$ cat src/rtl/secs_rtc.sv
module secs_rtc #(
  parameter int unsigned CLK_HZ = 32768
) (
  input  logic        clk,
  input  logic        rst_n,
  input  logic        psel,
  input  logic        penable,
  input  logic        pwrite,
  input  logic [11:0] paddr,
  input  logic [31:0] pwdata,
  output logic [31:0] prdata,
  output logic        irq
);
  localparam int PW = (CLK_HZ > 1) ? $clog2(CLK_HZ) : 1;
  localparam logic [PW-1:0] PRE_LAST = PW'(CLK_HZ - 1);

  localparam logic [9:0] W_COUNT = 10'h000;
  localparam logic [9:0] W_MATCH = 10'h001;
  localparam logic [9:0] W_LOAD  = 10'h002;
  localparam logic [9:0] W_CTRL  = 10'h003;
  localparam logic [9:0] W_MASK  = 10'h004;
  localparam logic [9:0] W_RAW   = 10'h005;
  localparam logic [9:0] W_MSKD  = 10'h006;
  localparam logic [9:0] W_CLR   = 10'h007;

  logic [PW-1:0] pre;
  logic [31:0]   cnt, match_r, nxt;
  logic          mask_r, raw;
  logic          tick, set_ev;

  wire [9:0] widx    = paddr[11:2];
  wire       aligned = (paddr[1:0] == 2'b00);
  wire       wr      = psel && penable && pwrite && aligned;
  wire       wr_load  = wr && (widx == W_LOAD);
  wire       wr_match = wr && (widx == W_MATCH);
  wire       wr_mask  = wr && (widx == W_MASK);
  wire       wr_clr   = wr && (widx == W_CLR);

  assign tick   = (pre == PRE_LAST);
  assign nxt    = cnt + 32'd1;
  assign set_ev = tick && !wr_load && (nxt == match_r);
  assign irq    = raw & mask_r;

  always_ff @(posedge clk or negedge rst_n) begin
    if (!rst_n)                pre <= '0;
    else if (wr_load || tick)  pre <= '0;
    else                       pre <= pre + 1'b1;
  end

  always_ff @(posedge clk or negedge rst_n) begin
    if (!rst_n)        cnt <= '0;
    else if (wr_load)  cnt <= pwdata;
    else if (tick)     cnt <= nxt;
  end

  always_ff @(posedge clk or negedge rst_n) begin
    if (!rst_n) begin
      match_r <= '0;
      mask_r  <= 1'b0;
    end else begin
      if (wr_match) match_r <= pwdata;
      if (wr_mask)  mask_r  <= pwdata[0];
    end
  end

  always_ff @(posedge clk or negedge rst_n) begin
    if (!rst_n)       raw <= 1'b0;
    else if (set_ev)  raw <= 1'b1;
    else if (wr_clr)  raw <= 1'b0;
  end

  function automatic logic [7:0] id_byte(input logic [2:0] i);
    case (i)
      3'd0: id_byte = 8'h31;
      3'd1: id_byte = 8'h10;
      3'd2: id_byte = 8'h14;
      3'd3: id_byte = 8'h00;
      3'd4: id_byte = 8'h0D;
      3'd5: id_byte = 8'hF0;
      3'd6: id_byte = 8'h05;
      default: id_byte = 8'hB1;
    endcase
  endfunction

  always_comb begin
    prdata = '0;
    if (aligned) begin
      if (widx[9:3] == 7'h7F)
        prdata = {24'd0, id_byte(widx[2:0])};
      else case (widx)
        W_COUNT: prdata = cnt;
        W_MATCH: prdata = match_r;
        W_CTRL:  prdata = 32'd1;
        W_MASK:  prdata = {31'd0, mask_r};
        W_RAW:   prdata = {31'd0, raw};
        W_MSKD:  prdata = {31'd0, raw & mask_r};
        default: prdata = '0;
      endcase
    end
  end

  assert_prescale_R1: assert property (@(posedge clk) disable iff (!rst_n)
    pre <= PRE_LAST);
  assert_hold_R1: assert property (@(posedge clk) disable iff (!rst_n)
    (!tick && !wr_load) |=> cnt == $past(cnt));
  assert_step_R3: assert property (@(posedge clk) disable iff (!rst_n)
    (tick && !wr_load) |=> cnt == $past(cnt) + 32'd1);
  assert_load_R2: assert property (@(posedge clk) disable iff (!rst_n)
    wr_load |=> cnt == $past(pwdata));
  assert_set_R4: assert property (@(posedge clk) disable iff (!rst_n)
    $rose(raw) |-> (cnt == match_r) || $past(wr_match));
  assert_clear_R5: assert property (@(posedge clk) disable iff (!rst_n)
    (wr_clr && !tick) |=> !raw);
endmodule

$ cat config.mk
export PLATFORM = sky130hd
export DESIGN_NAME = secs_rtc
export DESIGN_NICKNAME = d
export VERILOG_FILES = /design/src/rtl/secs_rtc.sv
export SDC_FILE = /design/constraint.sdc
export NUM_CORES = 1
export LEC_CHECK = 0
export ABC_AREA = 1
export BUFFER_PORTS_ARGS = -buffer_cell sky130_fd_sc_hd__buf_2
export CAP_MARGIN = 20
export CELL_PAD_IN_SITES_DETAIL_PLACEMENT = 0
export CELL_PAD_IN_SITES_GLOBAL_PLACEMENT = 1
export CORE_MARGIN = 2
export CORE_UTILIZATION = 25
export DETAILED_ROUTE_END_ITERATION = 8
export PLACE_DENSITY_LB_ADDON = 0.1
export SYNTH_ARGS = -nofsm -noshare
export SYNTH_HDL_FRONTEND = slang
export SYNTH_SLANG_ARGS = --single-unit
$ cat constraint.sdc
create_clock -name clk -period 3.9 [get_ports clk]
set_input_delay 0.78 -clock clk [delete_from_list [all_inputs] [get_ports clk]]
set_output_delay 0.78 -clock clk [all_outputs]
set_load 0.02 [all_outputs]
**Yosys cells after proc, flatten, opt, wreduce, memory -nomap -nowiden**

Cells that the tools add are included.

- Flip-flop bits (word level): 81
- Input bits: 49
- Output and inout port bits: 33
- Word-level logic and storage cells: 49

- $add $sub $neg: 2
- Equality and inequality tests: 16
- Muxes and demuxes: 9
- Bitwise logic cells: 1
- Reductions and logical operators: 16

Operators by type and width:

| operator | number |
|---|---|
| one-hot mux 32 bit (6 select lines) | 1 |
| two-way mux 32 bit | 4 |
| one-hot mux 8 bit (7 select lines) | 1 |
| equality test 10 x 3 -> 1 bit, second input constant | 4 |
| adder 32 x 1 -> 32 bit, second input constant | 1 |
| equality test 32 bit | 1 |
| equality test 10 x 2 -> 1 bit, second input constant | 2 |
| adder 15 x 1 -> 15 bit, second input constant | 1 |
| equality test 15 bit, second input constant | 1 |
| two-way mux 15 bit | 1 |
| equality test 10 x 1 -> 1 bit, second input constant | 1 |
| logical NOT 10 bit | 1 |
| equality test 3 bit, second input constant | 3 |
| logical AND 1 bit | 9 |
| equality test 7 bit, second input constant | 1 |
| equality test 3 x 2 -> 1 bit, second input constant | 2 |
| nonzero test 2 bit | 2 |
| equality test 3 x 1 -> 1 bit, second input constant | 1 |
| logical NOT 3 bit | 1 |
| logical NOT 2 bit | 1 |
| two-way mux 1 bit | 2 |
| AND 1 bit | 1 |
| logical NOT 1 bit | 1 |
| logical OR 1 bit | 1 |

**Longest topological paths before layout**

Gate-level depths: netlist of the first run.

- Depth after elaboration: 8
- Depth in mapped cells: 15
- Gate-level depth less buffers: 15

**Least setup slack after synthesis of the first run**

Ideal clock, no wire load.

- Path kind: input -> output
- From: input paddr[11]
- To: output prdata[11]
- Data arrival time: 2207 ps
- Required time: 3120 ps
- Slack: 913 ps
- Cell stages on the path: 9
- Buffers on the path: 2
- Cells stage by stage: nor2_1 nand2_1 nor2_1 buf_4 inv_2 o21ai_0 nand3_1 clkbuf_1 a21oi_1

- Word-level cells in the longest chain between the ends: 4
- Elaborated cells between the ends (all ways): 10
- Classes of those cells: eq/ne (6); mux (3); reduce/logical (1)

RTL lines:

| what | line | RTL |
|---|---|---|
| from (decl) | 9 | `input logic [11:0] paddr,` |
| equality test 10 x 3 -> 1 bit, or another cell as far along | 90 | `else case (widx)` |
| one-hot mux 32 bit (6 select lines) | 90 |  |
| two-way mux 32 bit * | 88 | `if (widx[9:3] == 7'h7F)` |
| two-way mux 32 bit * | 87 | `if (aligned) begin` |
| to (decl) | 11 | `output logic [31:0] prdata,` |

Every way passes the cells marked *; elsewhere a longest branch is shown, timed or not.

**Worst setup path after layout of the first run**

- From: input paddr[2]
- To: output prdata[3]

- Word-level cells in the longest chain between the ends: 4
- Elaborated cells between the ends (all ways): 17
- Classes of those cells: eq/ne (11); mux (4); reduce/logical (2)

RTL lines:

| what | line |
|---|---|
| equality test 10 x 3 -> 1 bit, or another cell as far along | 90 |
| one-hot mux 32 bit (6 select lines) / one-hot mux 8 bit (7 select lines) (equally long branches) | 90, 73 |
| two-way mux 32 bit * | 88 |
| two-way mux 32 bit * | 87 |

Marked as above.

==> reports/metrics.yaml, run 1 <==
outcome:
  status: "finished, final reports clean"
sta:
  finClkSkew_ns: 0.00897
  tightest_slew_ns: 0.632
  fin_ws_ns: 0.498
  holdWs_ns: 0.433
  maxSlewViolCount: 0
  finalSetupTns_ns: 0
  final_hold_viol_count: 0
  setup_viol: 0
  min_period_ns: 3.40
  fin_crit_sh: 0.872
  rsz0062_at_grt: "no"
  max_slew_margin: 0.576
  fmax_mhz: 294
clock_tree:
  cts_sinks: 81
  numCtsBuffers: 9
  cts_setup_buffers: 0
  clk_pin_slew_ns: 0.06
  clk_path_buf_depth: 2
  cts_max_level: 3
  cts_hold_buf: 0
  cts_resized: 0
  clockRootBuffer: "clkbuf_16"
  cts_tree: "yes"
  worstSkewPairLatency_ns: 0.35
worst_setup_path:
  crit_type: "input port to output port"
  path_max_fanout: 16
  crit_arrival_ns: 2.62
  start_kind: "input port"
  cp-end-kind: "output port"
  crit_required_ns: 3.12
global_route:
  grt-ovfl-total: 0
  antenna_found_initial: 0
  grt_pass1_wl_um: 33000
  grt_pass1_vias: 5764
  grt_usage: 0.178
  grt_start_max_net_pins: 43
detailed_routing:
  drt.antenna.violating_nets: 0
  firstDrtPassIters: 5
  viasPerCell: 4.72
  vias: 5918
  drt-initial-drc-count: 334
  wl_um: 20700
  wire_per_inst_um: 16.5
  drc_errors: 0
logic_synthesis:
  syn_inst: 883
  synth_largest_area_cell: "dfrtp_1"
  synth_seq_area_share: 0.355
  syn_avg_cell_area_um2: 6.47
  synth_cell_types: 34
  syn-cell-area_um2: 5720
  ys_seq_elements: 81
  synthTopCellsByArea: "dfrtp_1 35%, nand2_1 19%, nand3_1 8.1%"
  synth-warning-count: 0
  syn_nets: 934
  synth_top_area_frac: 0.355
die:
  start_util: 0.253
  coreArea_um2: 22600
  ios: 82
  design.die.area_um2: 24100
  die_y_um: 155
  dieWidth_um: 155
  rows: 55
final_layout:
  final_cell_mix: "294 x nand2_1, 116 x inv_1, 92 x nand3_1"
  fin_nets: 1014
  drive_above_1_share: 0.139
  nFillCells: 2599
  syn2layout_area_growth_pct: 18.0
  postLayoutCellArea_um2: 6750
  multi_input_area_um2: 3130
  fin_util: 0.299
  ff_latch_area_um2: 2030
  antenna_cells: 0
  layout_commonest_cell: "nand2_1"
pwr:
  ir_drop_mv: 0.184
  p_leak_nw: 3.17
  p_int_w: 0.00140
  combPwrFrac: 0.107
  pwr-share-clk: 0.421
  p_seq_frac: 0.473
  switching_power_w: 0.000542
  power_density_nw_per_um2: 288
  p_sw_frac: 0.279
placement:
  place.gp.congestion: 0.827
  place.detailed.hpwl_um: 15800
  preCtsSetupSlack_ns: 0.474
  postPlaceCellArea_um2: 6470
  portBuffers: 81
flow_run:
  maxCapViolCount: 0
min_path:
  hp-class: "input port to async pin"
-- power by group through the flow --
stage | Combinational [W] | Clock [W] | Sequential, W
floorplan | 0.000128 | 0 | 0.000920
global placement | 0.000211 | 0 | 0.000935
detailed placement | 0.000211 | 0 | 0.000933
CTS | 0.000212 | 0.000845 | 0.000917
global route | 0.000241 | 0.000873 | 0.000924
finish | 0.000207 | 0.000816 | 0.000917
-- cell families (layout without fill, tap and decap cells) --
group	Yosys count	count (layout)	synth area share
buf+inv	145	230	0.0976
simple gates	524	524	0.397
compound gates	122	122	0.133
xor+xnor	9	9	0.0138
flops	81	81	0.355
fa+ha+maj	2	2	0.00438
-- routing by layer --
layer | vias up | track usage | routed length (um)
li1 | 3019 | - | -
met1 | 2792 | 0.250 | 10300
met2 | 92 | 0.290 | 9530
met3 | 15 | 0.0253 | 600
met4 | 0 | 0.0380 | 262
met5 | - | 0 | 0
-- worst max-delay path: stages --
cell	delay, ns
buf_2	0.17
inv_1	0.05
nand2_1	0.13
clkinv_1	0.53
nand2_1	0.47
o22ai_1	0.13
o21ai_0	0.15
inv_1	0.05
buf_2	0.15
-- cells in the mapped netlist --
cell and count:
nand2_1 294, inv_1 116, nand3_1 92, nor2_1 89
dfrtp_1 81, o21ai_0 41, o221ai_1 34, a21oi_1 31
clkbuf_1 16, nand3b_1 12, buf_2 8, nor3_1 8
nand2_2 7, nor2_4 7, o21ai_1 6, xnor2_1 6
nor2_2 4, a211oi_1 3, inv_2 3, nand4_1 3
o22ai_1 3, xor2_1 3, and2_1 2, and3_1 2
ha_1 2, o211ai_1 2, a31oi_1 1, buf_4 1
clkinv_1 1, nand2_4 1, nand3_2 1, nor2_8 1
o2111ai_1 1, or2_2 1
-- flip-flops by register name, summed over array words and instances, names as in the netlist --
signal and flops:
cnt 32, match_r 32, pre 15, mask_r 1, raw 1
-- cell type report --
type / instances / share of cell area
Clock buffer: 11 / 0.0360
Clock inverter: 5 / 0.00464
Inverter: 120 / 0.0668
Multi-Input combinational cell: 657 / 0.464
Sequential cell: 81 / 0.300
Tap cell: 285 / 0.0529
Timing Repair Buffer: 94 / 0.0749
-- stage by stage --
step,cells,total power [W]
floorplan,883,0.00105
global placement,1237,0.00115
detailed placement,1237,0.00114
CTS,1253,0.00197
global route,1253,0.00204
finish,1253,0.00194
-- worst paths after layout --
kind / start / endpoint / slack [ns] / cells past startpoint
min in group clk: pre[0]$_DFF_PN0_ / pre[0]$_DFF_PN0_ / 0.46 / 1
hold / removal: rst_n / mask_r$_DFFE_PN0P_ / 0.43 / 1
setup reg to reg: cnt[0]$_DFFE_PN0N_ / raw$_DFFE_PN0P_ / 1.45 / 13
max in group asynchronous: rst_n / cnt[19]$_DFFE_PN0N_ / 2.67 / 2
hold reg to reg: pre[0]$_DFF_PN0_ / pre[0]$_DFF_PN0_ / 0.46 / 1
setup / recovery: paddr[2] / prdata[3] / 0.50 / 9
Power figures use the tool's default switching activity.
==> run 2: changes to the inputs <==
- clock period: 3.9 -> 4.1 ns (I/O delays scaled with it)
==> run 2 against run 1 <==
Against the previous run: clock power grew 8.1%; critical path type unchanged; largest cell class unchanged; power grew 0.59%; sequential power shrank 4.8%; register-to-register slack gained 0.17 ns; cell count shrank 0.16%; non-clock buffer count shrank 2; sequential cell count is the same.
==> reports/metrics.yaml, run 2 (synthesis results as in run 1) <==
clock_tree:
  cts_max_level: 3
  cts_resized: 0
  clk_path_buf_depth: 2
  clockRootBuffer: "clkbuf_16"
  cts_hold_buf: 0
  cts_setup_buffers: 0
  worstSkewPairLatency_ns: 0.36
  clk_pin_slew_ns: 0.08
  cts_sinks: 81
  numCtsBuffers: 9
  cts_tree: "yes"
final_layout:
  syn2layout_area_growth_pct: 18.9
  antenna_cells: 0
  top_regs: "cnt: 32 flops, match_r: 32 flops, pre: 15 flops"
  final_cell_mix: "294 x nand2_1, 116 x inv_1, 92 x nand3_1"
  postLayoutCellArea_um2: 6790
  drive_above_1_share: 0.139
  layout_commonest_cell: "nand2_1"
  fin_nets: 1012
global_route:
  antenna_found_initial: 0
  grt-ovfl-total: 0
  grt_start_max_net_pins: 35
  grt_pass1_wl_um: 32400
  grt_pass1_vias: 5711
  grt_usage: 0.175
pwr:
  p_leak_nw: 3.19
  power_density_nw_per_um2: 287
  ir_drop_mv: 0.177
  p_total_w: 0.00195
die:
  ios: 82
  design.die.area_um2: 24100
  dieWidth_um: 155
  die_y_um: 155
  coreArea_um2: 22600
  rows: 55
  start_util: 0.253
detailed_routing:
  drt-initial-drc-count: 353
  firstDrtPassIters: 5
  wire_per_inst_um: 16.4
  vias: 5815
  drt.antenna.violating_nets: 0
  viasPerCell: 4.65
  drc_errors: 0
  wl_um: 20500
sta:
  setup_viol: 0
  fmax_mhz: 284
  fin_crit_sh: 0.859
  min_period_ns: 3.52
  tightest_slew_ns: 0.653
  rsz0062_at_grt: "no"
  maxSlewViolCount: 0
  final_hold_viol_count: 0
  max_slew_margin: 0.564
  finClkSkew_ns: 0.0145
  finalSetupTns_ns: 0
placement:
  place.gp.congestion: 0.835
  postPlaceCellArea_um2: 6480
  place.detailed.hpwl_um: 15700
  portBuffers: 81
worst_setup_path:
  crit_type: "input port to output port"
  cp-end-kind: "output port"
  crit_arrival_ns: 2.70
  crit_required_ns: 3.28
  path_max_fanout: 16
  start_kind: "input port"
  ff2ff_path_depth: 15
min_path:
  hp-class: "input port to async pin"
outcome:
  status: "finished, final reports clean"
flow_run:
  maxCapViolCount: 0
[run 2: changes by cell type in the layout (fill, tap and decap cells not counted), sizes merged]
| cell | change |
|---|---|
| buf | -2 |
| bufinv | +1 |
| clkbuf | -2 |
| clkinv | -2 |
| inv | +3 |
[run 2: final timing paths]
| path | start | endpoint | slack, ns |
|---|---|---|---|
| worst min-delay path | rst_n | pre[10]$_DFF_PN0_ | 0.43 |
| worst max-delay path | paddr[2] | prdata[3] | 0.58 |
| min in group clk | pre[0]$_DFF_PN0_ | pre[0]$_DFF_PN0_ | 0.47 |
| max in group asynchronous | rst_n | cnt[27]$_DFFE_PN0N_ | 2.90 |
| worst max register to register | cnt[0]$_DFFE_PN0N_ | raw$_DFFE_PN0P_ | 1.62 |
| worst min register to register | pre[0]$_DFF_PN0_ | pre[0]$_DFF_PN0_ | 0.47 |
[run 2: power by group]
part | total (W) | switching, W | internal [W]
Combinational | 0.000196 | 0.000126 | 0.0000710
Clock | 0.000882 | 0.000396 | 0.000486
Sequential | 0.000873 | 0.0000397 | 0.000833
[run 2: worst max-delay path: stages]
cell and delay (ns):
buf_2 0.17, inv_1 0.05, nand2_1 0.13, clkinv_1 0.53, nand2_1 0.48, o22ai_1 0.13, o21ai_0 0.17, inv_1 0.05
buf_2 0.15
[run 2: area by class of cell]
type | count | area, um2
repair buffers | 92 | 515
clock inverters | 7 | 86.3
multi-input cells | 657 | 3130
well taps | 285 | 357
inverters | 120 | 450
clock buffers | 9 | 225
flip-flops and latches | 81 | 2030
fillers | 2551 | 15800
[run 2: routing by layer]
metal / global-route usage / share of wire
met2: 0.285 / 0.46
met3: 0.0192 / 0.030
met5: 0 / 0
met4: 0.0419 / 0.0097
met1: 0.248 / 0.50
[run 2: stage by stage]
step                hold WS (ns)  instances  setup slack, ns   util
CTS                        0.442       1251            0.557  0.301
finish                     0.428       1251            0.577  0.301
global placement           0.457       1234            0.665  0.286
detailed placement         0.461       1235            0.545  0.287
global route               0.453       1251            0.360  0.301
floorplan                  0.433        883             1.03      -
